## src/rtl/sperr_pkg.sv

```systemverilog
package sperr_pkg;

  localparam int NSTAT = 4;

  localparam int ST_HABT = 0;
  localparam int ST_HDAT = 1;
  localparam int ST_IFAT = 2;
  localparam int ST_INF  = 3;

  localparam logic [NSTAT-1:0] FATAL_MASK = 4'b0111;

  typedef enum logic [2:0] {
    SRC_CMDFRM  = 3'd0,
    SRC_DESC    = 3'd1,
    SRC_CLIST   = 3'd2,
    SRC_PAYLOAD = 3'd3,
    SRC_PKTCMD  = 3'd4
  } mem_src_e;

  typedef struct packed {
    logic habt;
    logic hdat_stop;
    logic hdat_cont;
    logic ifat;
    logic inf;
  } err_class_t;

endpackage

```

## src/rtl/sperr_route.sv

```systemverilog
module sperr_route
  import sperr_pkg::*;
#(
  parameter int NCAUSE        = 3,
  parameter bit CONT_DATA_ERR = 1'b1
) (
  input  logic              mem_vld,
  input  logic              mem_is_data,
  input  logic [2:0]        mem_src,
  input  logic              lnk_vld,
  input  logic [NCAUSE-1:0] lnk_cause,
  input  logic              lnk_data_frm,
  input  logic              link_drop,
  output err_class_t        cls
);

  logic payload_src;
  logic mem_data;
  logic iface;

  // payload and packet-command field may continue; everything else is a fetch
  assign payload_src = (mem_src == SRC_PAYLOAD) || (mem_src == SRC_PKTCMD);
  assign mem_data    = mem_vld & mem_is_data;
  assign iface       = (lnk_vld & (|lnk_cause)) | link_drop;

  assign cls.habt = mem_vld & ~mem_is_data;
  assign cls.ifat = iface & lnk_data_frm;
  assign cls.inf  = iface & ~lnk_data_frm;

  generate
    if (CONT_DATA_ERR) begin : g_cont
      assign cls.hdat_stop = mem_data & ~payload_src;
      assign cls.hdat_cont = mem_data & payload_src;
    end else begin : g_halt
      assign cls.hdat_stop = mem_data;
      assign cls.hdat_cont = 1'b0;
    end
  endgenerate

endmodule

```

## src/rtl/sperr_w1c.sv

```systemverilog
module sperr_w1c #(
  parameter int N = 4
) (
  input  logic         clk,
  input  logic         rst,
  input  logic [N-1:0] set,
  input  logic         clr_we,
  input  logic [N-1:0] clr_bits,
  output logic [N-1:0] st
);

  for (genvar g = 0; g < N; g++) begin : g_bit
    always_ff @(posedge clk) begin
      if (rst) st[g] <= 1'b0;
      else     st[g] <= (st[g] & ~(clr_we & clr_bits[g])) | set[g];
    end
  end

endmodule

```

## src/rtl/sperr_irq.sv

```systemverilog
module sperr_irq #(
  parameter int N = 4
) (
  input  logic         clk,
  input  logic         rst,
  input  logic [N-1:0] st,
  input  logic [N-1:0] en,
  input  logic         gie,
  output logic         irq
);

  always_ff @(posedge clk) begin
    if (rst) irq <= 1'b0;
    else     irq <= gie & (|(st & en));
  end

endmodule

```

## src/rtl/sperr_retry.sv

```systemverilog
module sperr_retry (
  input  logic clk,
  input  logic rst,
  input  logic set_pend,
  input  logic dev_busy,
  output logic pend,
  output logic fire
);

  always_ff @(posedge clk) begin
    if (rst) begin
      pend <= 1'b0;
      fire <= 1'b0;
    end else begin
      fire <= pend & ~dev_busy;
      pend <= set_pend | (pend & dev_busy);
    end
  end

endmodule

```

## src/rtl/sperr_classifier.sv

```systemverilog
module sperr_classifier
  import sperr_pkg::*;
#(
  parameter int NCAUSE        = 3,
  parameter bit CONT_DATA_ERR = 1'b1
) (
  input  logic              clk,
  input  logic              rst,
  input  logic              mem_err_vld,
  input  logic              mem_err_data,
  input  logic [2:0]        mem_err_src,
  input  logic              lnk_err_vld,
  input  logic [NCAUSE-1:0] lnk_cause,
  input  logic              lnk_data_frm,
  input  logic              link_ready,
  input  logic              link_down_ok,
  input  logic              dev_busy,
  input  logic              xfer_end,
  input  logic              clr_we,
  input  logic [NSTAT-1:0]  clr_bits,
  input  logic [NSTAT-1:0]  irq_en,
  input  logic              gie,
  input  logic              port_restart,
  output logic [NSTAT-1:0]  status,
  output logic              irq,
  output logic              stop_req,
  output logic              poison_crc,
  output logic              retry_pend,
  output logic              retry_fire
);

  err_class_t       cls;
  logic             link_prev;
  logic             link_drop;
  logic [NSTAT-1:0] set_vec;
  logic             stop_trig;

  always_ff @(posedge clk) begin
    if (rst) link_prev <= 1'b0;
    else     link_prev <= link_ready;
  end

  assign link_drop = link_prev & ~link_ready & ~link_down_ok;

  sperr_route #(.NCAUSE(NCAUSE), .CONT_DATA_ERR(CONT_DATA_ERR)) u_route (
    .mem_vld      (mem_err_vld),
    .mem_is_data  (mem_err_data),
    .mem_src      (mem_err_src),
    .lnk_vld      (lnk_err_vld),
    .lnk_cause    (lnk_cause),
    .lnk_data_frm (lnk_data_frm),
    .link_drop    (link_drop),
    .cls          (cls)
  );

  always_comb begin
    set_vec          = '0;
    set_vec[ST_HABT] = cls.habt;
    set_vec[ST_HDAT] = cls.hdat_stop | cls.hdat_cont;
    set_vec[ST_IFAT] = cls.ifat;
    set_vec[ST_INF]  = cls.inf;
  end

  assign stop_trig = cls.habt | cls.hdat_stop | cls.ifat;

  sperr_w1c #(.N(NSTAT)) u_stat (
    .clk      (clk),
    .rst      (rst),
    .set      (set_vec),
    .clr_we   (clr_we),
    .clr_bits (clr_bits),
    .st       (status)
  );

  sperr_irq #(.N(NSTAT)) u_irq (
    .clk (clk),
    .rst (rst),
    .st  (status),
    .en  (irq_en),
    .gie (gie),
    .irq (irq)
  );

  sperr_retry u_retry (
    .clk      (clk),
    .rst      (rst),
    .set_pend (cls.inf),
    .dev_busy (dev_busy),
    .pend     (retry_pend),
    .fire     (retry_fire)
  );

  // halt holds until fatal bits read clear and software restarts the port
  always_ff @(posedge clk) begin
    if (rst)                                              stop_req <= 1'b0;
    else if (stop_trig)                                   stop_req <= 1'b1;
    else if (port_restart && ((status & FATAL_MASK) == '0)) stop_req <= 1'b0;
  end

  always_ff @(posedge clk) begin
    if (rst)                poison_crc <= 1'b0;
    else if (cls.hdat_cont) poison_crc <= 1'b1;
    else if (xfer_end)      poison_crc <= 1'b0;
  end

endmodule

```

## config.mk

```make
export PLATFORM = sky130hd
export DESIGN_NAME = sperr_classifier
export DESIGN_NICKNAME = d
export VERILOG_FILES = /design/src/rtl/sperr_pkg.sv /design/src/rtl/sperr_route.sv /design/src/rtl/sperr_w1c.sv /design/src/rtl/sperr_irq.sv /design/src/rtl/sperr_retry.sv /design/src/rtl/sperr_classifier.sv
export SDC_FILE = /design/constraint.sdc
export NUM_CORES = 1
export LEC_CHECK = 0
export BUFFER_PORTS_ARGS = -buffer_cell sky130_fd_sc_hd__buf_2
export CAP_MARGIN = 20
export CORE_AREA = 3 3 40 42
export CTS_BUF_LIST = sky130_fd_sc_hd__clkbuf_2 sky130_fd_sc_hd__clkbuf_4 sky130_fd_sc_hd__clkbuf_8
export CTS_CLUSTER_SIZE = 24
export DETAILED_ROUTE_END_ITERATION = 10
export DIE_AREA = 0 0 43 45
export GPL_ROUTABILITY_DRIVEN = 1
export PLACE_DENSITY = 0.72
export SYNTH_ARGS = -nofsm -noshare
export SYNTH_HDL_FRONTEND = slang
export SYNTH_HIERARCHICAL = 1
export SYNTH_SLANG_ARGS = --single-unit
```

## constraint.sdc

```tcl
create_clock -name clk -period 1.7 [get_ports clk]
set_input_delay 0 -clock clk [delete_from_list [all_inputs] [get_ports clk]]
set_output_delay 0 -clock clk [all_outputs]
set_load 0.005 [all_outputs]
```

# --- Yosys cells after proc, flatten, opt, wreduce, memory -nomap -nowiden ---
# Cells that the tools add are included.
totals:
  reg_bits: 10
  elab_cells: 63
classes:
  eq_ne: 2
  muxes: 4
  n_bitwise: 40
  n_reduce_logical: 7
ops:
  columns: ["operator", "count"]
  rows:
  - ["AND 1 bit", 20]
  - ["inverter 1 bit", 10]
  - ["bitwise OR 1 bit", 9]
  - ["AND 4 bit", 1]
  - ["zero test 4 bit", 1]
  - ["two-way mux 1 bit", 4]
  - ["nonzero test 2 bit", 2]
  - ["OR reduction 4 bit", 1]
  - ["equality test 3 x 2 -> 1 bit (second input constant)", 1]
  - ["equality test 3 bit (second input constant)", 1]
  - ["OR reduction 3 bit", 1]
  - ["logical AND 1 bit", 1]
  - ["logical OR 1 bit", 1]

# --- Logic depth before layout (Yosys ltp) ---
# Gate-level depths: netlist of the first run.
depth:
  depth_word: 7
  mapped_depth: 5

# --- Modules after synthesis ---
# Netlist of the first run, hierarchy kept.
by_module_without_submodules:
  columns: ["mod", "n_inst", "cells_each", "area_each_um2", "seq_area_each_um2"]
  rows:
  - ["sperr_w1c", 1, 16, 145.1, 80.1]
  - ["sperr_classifier", 1, 13, 127.6, 60.1]
  - ["sperr_route", 1, 10, 62.6, 0.0]
  - ["sperr_retry", 1, 5, 61.3, 40.0]
  - ["sperr_irq", 1, 5, 46.3, 20.0]

# --- Least setup slack after synthesis of the first run ---
# Ideal clock, no wire load.
synth_timing:
  path_kind: "register to register"
  start: "register link_prev"
  end: "register u_stat.st[2]"
  setup_ns: 0.091
  arrival_ns: 1.171
  t_required_ns: 1.609
  setup_slack_ns: 0.438
  stages_incl_launch_ff: 6
  n_path_buf: 0
  period_less_slack_ns: 1.262
  path_cell_list: "dfxtp_1 nor3b_1 nor4_1 nor3b_1 inv_1 a311oi_1"
synth_lines:
  columns: ["item", "line_no", "rtl"]
  rows:
  - ["from (decl)", "sperr_classifier.sv:33", "logic link_prev;"]
  - ["from (signal assigned)", "sperr_classifier.sv:40", "else link_prev <= link_ready;"]
  - ["to (signal, indexed assignment)", "sperr_w1c.sv:15", "else st[g] <= (st[g] & ~(clr_we & clr_bits[g])) | set[g];"]
  - ["to (decl)", "sperr_w1c.sv:9", "output logic [N-1:0] st"]

==> summary.txt, run 1 <==
Outcome
  • Status: finished, final reports clean

Synth
  • Most frequent cells after synthesis: dfxtp_1, nor2_1, inv_1
  • Top cell type's share of synthesized area: 45.20%
  • Top cell type by total area after synthesis: dfxtp_1
  • Post-synth EDFFs: 0
  • Post-synth ARST share: 0%
  • Mean Syn Cell Area: 9.039 um^2
  • Mapped Area: 442.9 um^2
  • Count of cell types in the netlist: 19
  • Top post-synthesis cells by area: dfxtp_1, a311oi_1, nor2_1
  • Most frequent cell after synthesis: dfxtp_1
  • Synth warn: 6
  • Synth Instances: 49
  • Post-Syn Nets: 76
  • Sequential-to-total area share from yosys stat: 45.20%
  • Top_reg_cell synth: dfxtp_1
  • Synthesized flop and latch total: 10

Cells and area
  • Sequential Area: 200.2 um^2
  • Total inserted antenna cells: 0
  • Filler cells: 106
  • Ratio of cells with drive above 1 in the final layout: 42.86%
  • Area taken by multi-input logic gates: 229.0 um^2
  • Fin area: 774.5 um^2
  • Layout Nets: 127
  • Layout area overhead: 74.86%

Routing
  • Metal3 WL: 87 um
  • 1st-pass router iterations: 4
  • DRT Wirelength: 1295 um
  • Metal-1 WL: 489 um
  • Detail-routed net length per standard cell: 11.46 um
  • Initial DRC Count: 9
  • Antenna viol nets, final: 0
  • Remaining routing DRC violations: 0
  • Met2 WL: 694 um
  • Via count: 554
  • Via density: 4.903
  • DR top layer: met4

Global route
  • Initial antenna violation count: 0
  • Total GRT Usage: 14.18%
  • Largest net degree at the start of global routing: 12
  • First-pass GRT wire length: 2035 um
  • Gr ovfl total: 0
  • Vias in the first global route: 525

Place
  • Placed Area: 636.9 um^2
  • Final GP Congestion: 0.6890
  • PortBufs: 35

Critical path
  • Worst r2r dst: u_stat/st[3]$_SDFF_PP0_
  • Worst Setup End Kind: flip-flop
  • Crit path max-delay cell type: dlygate4sd3_1
  • Crit-path max cell delay: 0.56 ns
  • FF-to-FF Start: link_prev$_SDFF_PP0_
  • Critical-path maximum fanout: 2
  • Flop-to-flop setup slack: 0.31 ns
  • Critical path required time: 1.84 ns
  • Crit path cell chain: buf_2, or3b_1, and3b_1, or2_2, nor2_1, a311oi_1, dlygate4sd3_1
  • Buffer and inverter count on the worst path: 2
  • Top delay family on crit path: simple AND/OR/NAND/NOR gates
  • Setup Crit Path Kind: in -> reg
  • CP arrival: 1.68 ns
  • Reg2Reg Depth: 5
  • Startpoint Class: input pin

STA
  • Setup violators final: 0
  • Fin crit share: 90.60%
  • RSZ-0062 raised after global routing: false
  • Final Hold Viols: 0
  • Clock skew: 0.002074 ns
  • FMAX: 649.3 MHz
  • Slew Limit Fails: 0
  • Fin crit period: 1.540 ns
  • Max-slew headroom: 72.21%
  • Worst-Margin Slew: 0.4130 ns
  • Sum Neg Setup Slack: 0 ns

Worst hold path
  • HP Start: irq_en[1]
  • Worst min path class: in -> reg
  • Worst Hold End: u_irq/irq$_SDFF_PP0_
  • WHS Path Cells: 3

Power
  • Peak VDD IR: 0.0002720 V
  • Leak: 0.3714 nW
  • P per Cell Area: 678.6 nW/um^2

Die
  • Initial core utilization: 34.47%
  • Core ar.: 1285 um^2
  • # rows: 13
  • Die Width: 43 um
  • Die Height: 45 um
  • Die area: 1935 um^2
  • # IOs: 36

Clocking
  • Clk sinks: 10
  • CTS tree: built
  • Postcts setup bufs: 0
  • Clk buf depth: 2
  • Clk slew on worst S/H paths: 0.06 ns
  • Clock Latency Late Sink: 0.25 ns
  • H-tree depth: 1
  • CTS Buf Count: 3
  • Root Driver: clkbuf_4

Flow run
  • Maxcap violations: 0
-- timing repair --
| action | CTS | global route |
|---|---|---|
| hold buffers | 11 | 0 |
| setup endpoints to repair | 0 | 1 |
| gates resized for setup | 0 | 1 |
| hold endpoints to repair | 8 | 0 |
-- kinds of logic after synthesis --
logic type | Yosys count | synth area share (%)
flops | 10 | 45.20
compound gates | 11 | 17.23
simple gates | 23 | 33.33
buf+inv | 5 | 4.238
-- cell type report --
type                            count  share of cell area (%)
Sequential cell                    10                   25.85
Timing Repair Buffer               46                   36.83
Multi-Input combinational cell     34                   29.56
Clock buffer                        3                   2.908
Inverter                            5                   2.423
Tap cell                           15                   2.423
-- layer usage --
metal,track usage (%),up-vias
met5,0,-
met4,10.84,0
met3,1.594,2
met2,25.75,17
met1,15.01,257
li1,-,278
-- cell usage in the layout (no fill, tap or decap), types with 2 or more instances in the layout --
| master | count |
|---|---|
| nand2b_1 | 3 |
| clkbuf_4 | 3 |
| nor3b_2 | 2 |
| a311oi_1 | 4 |
| dlygate4sd3_1 | 11 |
| a21oi_1 | 4 |
| dfxtp_1 | 10 |
| a22oi_1 | 2 |
| nor2b_1 | 2 |
| buf_2 | 35 |
| nor2_1 | 6 |
| inv_1 | 5 |
| nor3_1 | 2 |
-- worst max-delay path by stage --
stage / cells after the start / slack, ns / endpoint / startpoint
after floorplan: 5 / 0.44 / u_stat/st[2]$_SDFF_PP0_ / link_prev$_SDFF_PP0_
after CTS: 7 / 0.20 / u_stat/st[2]$_SDFF_PP0_ / link_ready
after global routing: 7 / 0.06 / u_stat/st[3]$_SDFF_PP0_ / link_ready
final: 7 / 0.16 / u_stat/st[1]$_SDFF_PP0_ / mem_err_src[0]
after detailed placement: 5 / 0.32 / u_stat/st[2]$_SDFF_PP0_ / link_prev$_SDFF_PP0_
after global placement: 5 / 0.38 / u_stat/st[2]$_SDFF_PP0_ / link_prev$_SDFF_PP0_
-- registers in the layout, indices dropped and copies added (netlist names) --
name / count
u_retry/fire: 1
u_stat/st: 4
u_retry/pend: 1
link_prev: 1
u_irq/irq: 1
poison_crc: 1
stop_req: 1
-- where the power goes --
group | switching, mW | internal (mW)
Combinational | 0.0434 | 0.0698
Clock | 0.0721 | 0.0813
Sequential | 0.0102 | 0.249
Total | 0.126 | 0.400
-- per-stage QoR --
step / total power [mW] / instances / worst slack [ns] / hold WS, ns / util [%]
4_1_cts: 0.5361 / 113 / 0.2030 / 0.02654 / 59.88
3_5_place_dp: 0.3550 / 99 / 0.3218 / 0.1890 / 49.56
5_1_grt: 0.5613 / 113 / 0.05838 / 0.05880 / 60.27
3_3_place_gp: 0.3534 / 99 / 0.3789 / 0.1902 / 49.56
2_1_floorplan: 0.3015 / 49 / 0.4382 / 0.06875 / -
6_report: 0.5256 / 113 / 0.1598 / 0.03060 / 60.27
-- worst min-delay path, cell delays in order --
cell	delay [ns]
buf_2	0.08
a22oi_1	0.05
a21oi_1	0.12
Note: power is estimated with default switching activity, not from simulation.
==> run 2: changes to the inputs <==
- CTS_BUF_LIST: sky130_fd_sc_hd__clkbuf_2 sky130_fd_sc_hd__clkbuf_4 sky130_fd_sc_hd__clkbuf_8 -> unset
- clock period: 1.7 -> 1.98 ns (I/O delays scaled with it)
==> summary.txt, run 2 (same netlist as run 1, synthesis figures left out) <==
Power
  • Leak: 0.3825 nW (+3.0%)
  • Power Total: 0.4569 mW (-13%)
  • P per Cell Area: 575.0 nW/um^2 (-15%)
  • Peak VDD IR: 0.0002261 V (-17%)

Cells and area
  • Commonest non-fill, non-tap cell in the layout: buf_2
  • Layout Nets: 128 (+0.79%)
  • Max reg flops: 4 (unchanged)
  • Non-Filler Instances: 114 (+0.88%)
  • Fin util: 61.83% (+1.6 points)
  • Most frequent cells in the layout: buf_2, dlygate4sd3_1, dfxtp_1
  • Area taken by multi-input logic gates: 239.0 um^2 (+4.4%)
  • Ratio of cells with drive above 1 in the final layout: 44.44% (+1.6 points)
  • Total inserted antenna cells: 0 (unchanged)
  • Layout area overhead: 79.38%
  • Fin area: 794.5 um^2 (+2.6%)
  • Sequential Area: 200.2 um^2 (unchanged)
  • Filler cells: 99 (-6.6%)
  • Top reg by flops: u_stat/st

Clocking
  • Root Driver: clkbuf_4
  • Postcts setup bufs: 0 (unchanged)
  • Clk sinks: 10 (unchanged)
  • Clock Latency Late Sink: 0.26 ns (about the same)
  • CTS Buf Count: 3 (unchanged)
  • H-tree depth: 1 (unchanged)
  • CTS tree: built
  • Clk buf depth: 2 (unchanged)
  • Clk slew on worst S/H paths: 0.06 ns (about the same)

STA
  • Final Hold Viols: 0 (unchanged)
  • Fin crit share: 95.74%
  • Clock skew: 0.0009250 ns (-0.001149 ns)
  • Hold Slack: 0.02876 ns (-0.001833 ns)
  • Setup ws final: 0.08428 ns (-0.07552 ns)
  • Fin crit period: 1.896 ns
  • Slew Limit Fails: 0 (unchanged)
  • Worst-Margin Slew: 0.5441 ns (+0.1311 ns)
  • FMAX: 527.5 MHz
  • Setup violators final: 0 (unchanged)
  • Max-slew headroom: 63.39% (-8.8 points)
  • Sum Neg Setup Slack: 0 ns (unchanged)

Global route
  • Vias in the first global route: 537 (+2.3%)
  • First-pass GRT wire length: 2104 um (+3.4%)
  • Largest net degree at the start of global routing: 12 (unchanged)
  • Gr ovfl total: 0 (unchanged)
  • Total GRT Usage: 14.95% (+0.78 points)
  • Initial antenna violation count: 0 (unchanged)

Critical path
  • Top delay family on crit path: simple AND/OR/NAND/NOR gates
  • Crit path cell chain: nor3b_2, nor4_1, nor3b_2, nor2_1, a311oi_1, dlygate4sd3_1
  • Crit path max-delay cell type: dlygate4sd3_1
  • Startpoint Class: flip-flop
  • Critical path required time: 2.13 ns (+0.29 ns)
  • Buffer and inverter count on the worst path: 1 (-1)
  • CP arrival: 2.04 ns (+0.36 ns)
  • Critical-path maximum fanout: 3 (+1)
  • Setup Crit Path Kind: reg -> reg
  • Most frequent CP cell: nor3b_2
  • Worst Setup End Kind: flip-flop
  • Crit-path max cell delay: 0.55 ns (about the same)

Place
  • Dpl ws: 0.6018 ns (+0.2800 ns)
  • Placed cells: 99 (unchanged)
  • Final GP Congestion: 0.6890 (unchanged)
  • Placed Area: 636.9 um^2 (unchanged)
  • PortBufs: 35 (unchanged)

Die
  • Initial core utilization: 34.47% (unchanged)
  • # IOs: 36 (unchanged)
  • Die area: 1935 um^2 (unchanged)
  • Die Width: 43 um (unchanged)
  • Die Height: 45 um (unchanged)
  • Core ar.: 1285 um^2 (unchanged)
  • # rows: 13 (unchanged)

Routing
  • DRT Wirelength: 1385 um (+6.9%)
  • Antenna viol nets, final: 0 (unchanged)
  • 1st-pass router iterations: 4 (unchanged)
  • Remaining routing DRC violations: 0 (unchanged)
  • Initial DRC Count: 8 (-1)
  • Via density: 4.895 (-0.16%)
  • Via count: 558 (+0.72%)
  • Detail-routed net length per standard cell: 12.15 um (+6.0%)

Outcome
  • Status: finished, final reports clean

Worst hold path
  • Worst min path class: in -> reg

Flow run
  • Maxcap violations: 0 (unchanged)
-- run 2: changes by cell type in the layout (fill, tap and decap cells not counted) --
cell,delta
dlygate4sd3_1,+1
nor3_1,-1
nor3_2,+1
nor3b_1,-1
nor3b_2,+1
-- run 2: worst paths after layout --
kind	start	to	slack (ns)	cells past startpoint
max	link_prev$_SDFF_PP0_	u_stat/st[2]$_SDFF_PP0_	0.08	6
min	irq_en[1]	u_irq/irq$_SDFF_PP0_	0.03	3
max reg2reg	link_prev$_SDFF_PP0_	u_stat/st[2]$_SDFF_PP0_	0.08	6
min reg2reg	stop_req$_SDFFE_PP0P_	stop_req$_SDFFE_PP0P_	0.48	2
-- run 2: cell type report --
type | count | area share [%]
flip-flops and latches | 10 | 25.20
well taps | 15 | 2.362
repair buffers | 47 | 37.17
clock buffers | 3 | 2.835
multi-input cells | 34 | 30.08
inverters | 5 | 2.362
-- run 2: repair_timing --
action                     4_1_cts  5_1_grt
hold endpoints to repair         8        0
hold buffers                    12        0
resized for setup                0        3
setup endpoints to repair        0        2
-- run 2: routing by layer --
| metal | vias to the layer above | part of all wire (%) | track usage [%] | wire length, um |
|---|---|---|---|---|
| met1 | 256 | 37 | 15.09 | 506 |
| met4 | 0 | 2.9 | 13.86 | 40 |
| met3 | 4 | 6.4 | 1.992 | 88 |
| met2 | 19 | 54 | 26.65 | 749 |
| met5 | - | 0 | 0 | 0 |
| li1 | 279 | - | - | - |
-- run 2: report_power, final --
| part | internal (mW) | total, mW | switching (mW) | leakage [nW] |
|---|---|---|---|---|
| clock network | 0.0699 | 0.133 | 0.0627 | 0.0138 |
| logic | 0.0624 | 0.101 | 0.0391 | 0.286 |
| registers | 0.214 | 0.223 | 0.00914 | 0.0822 |
-- run 2: worst register-to-register path: cells and delay by family, from the launching register on --
kind | cells | cell delay [ns]
compound gates | 1 | 0.05
buf+inv | 1 | 0.56
flops | 1 | 0.30
simple gates | 4 | 0.89
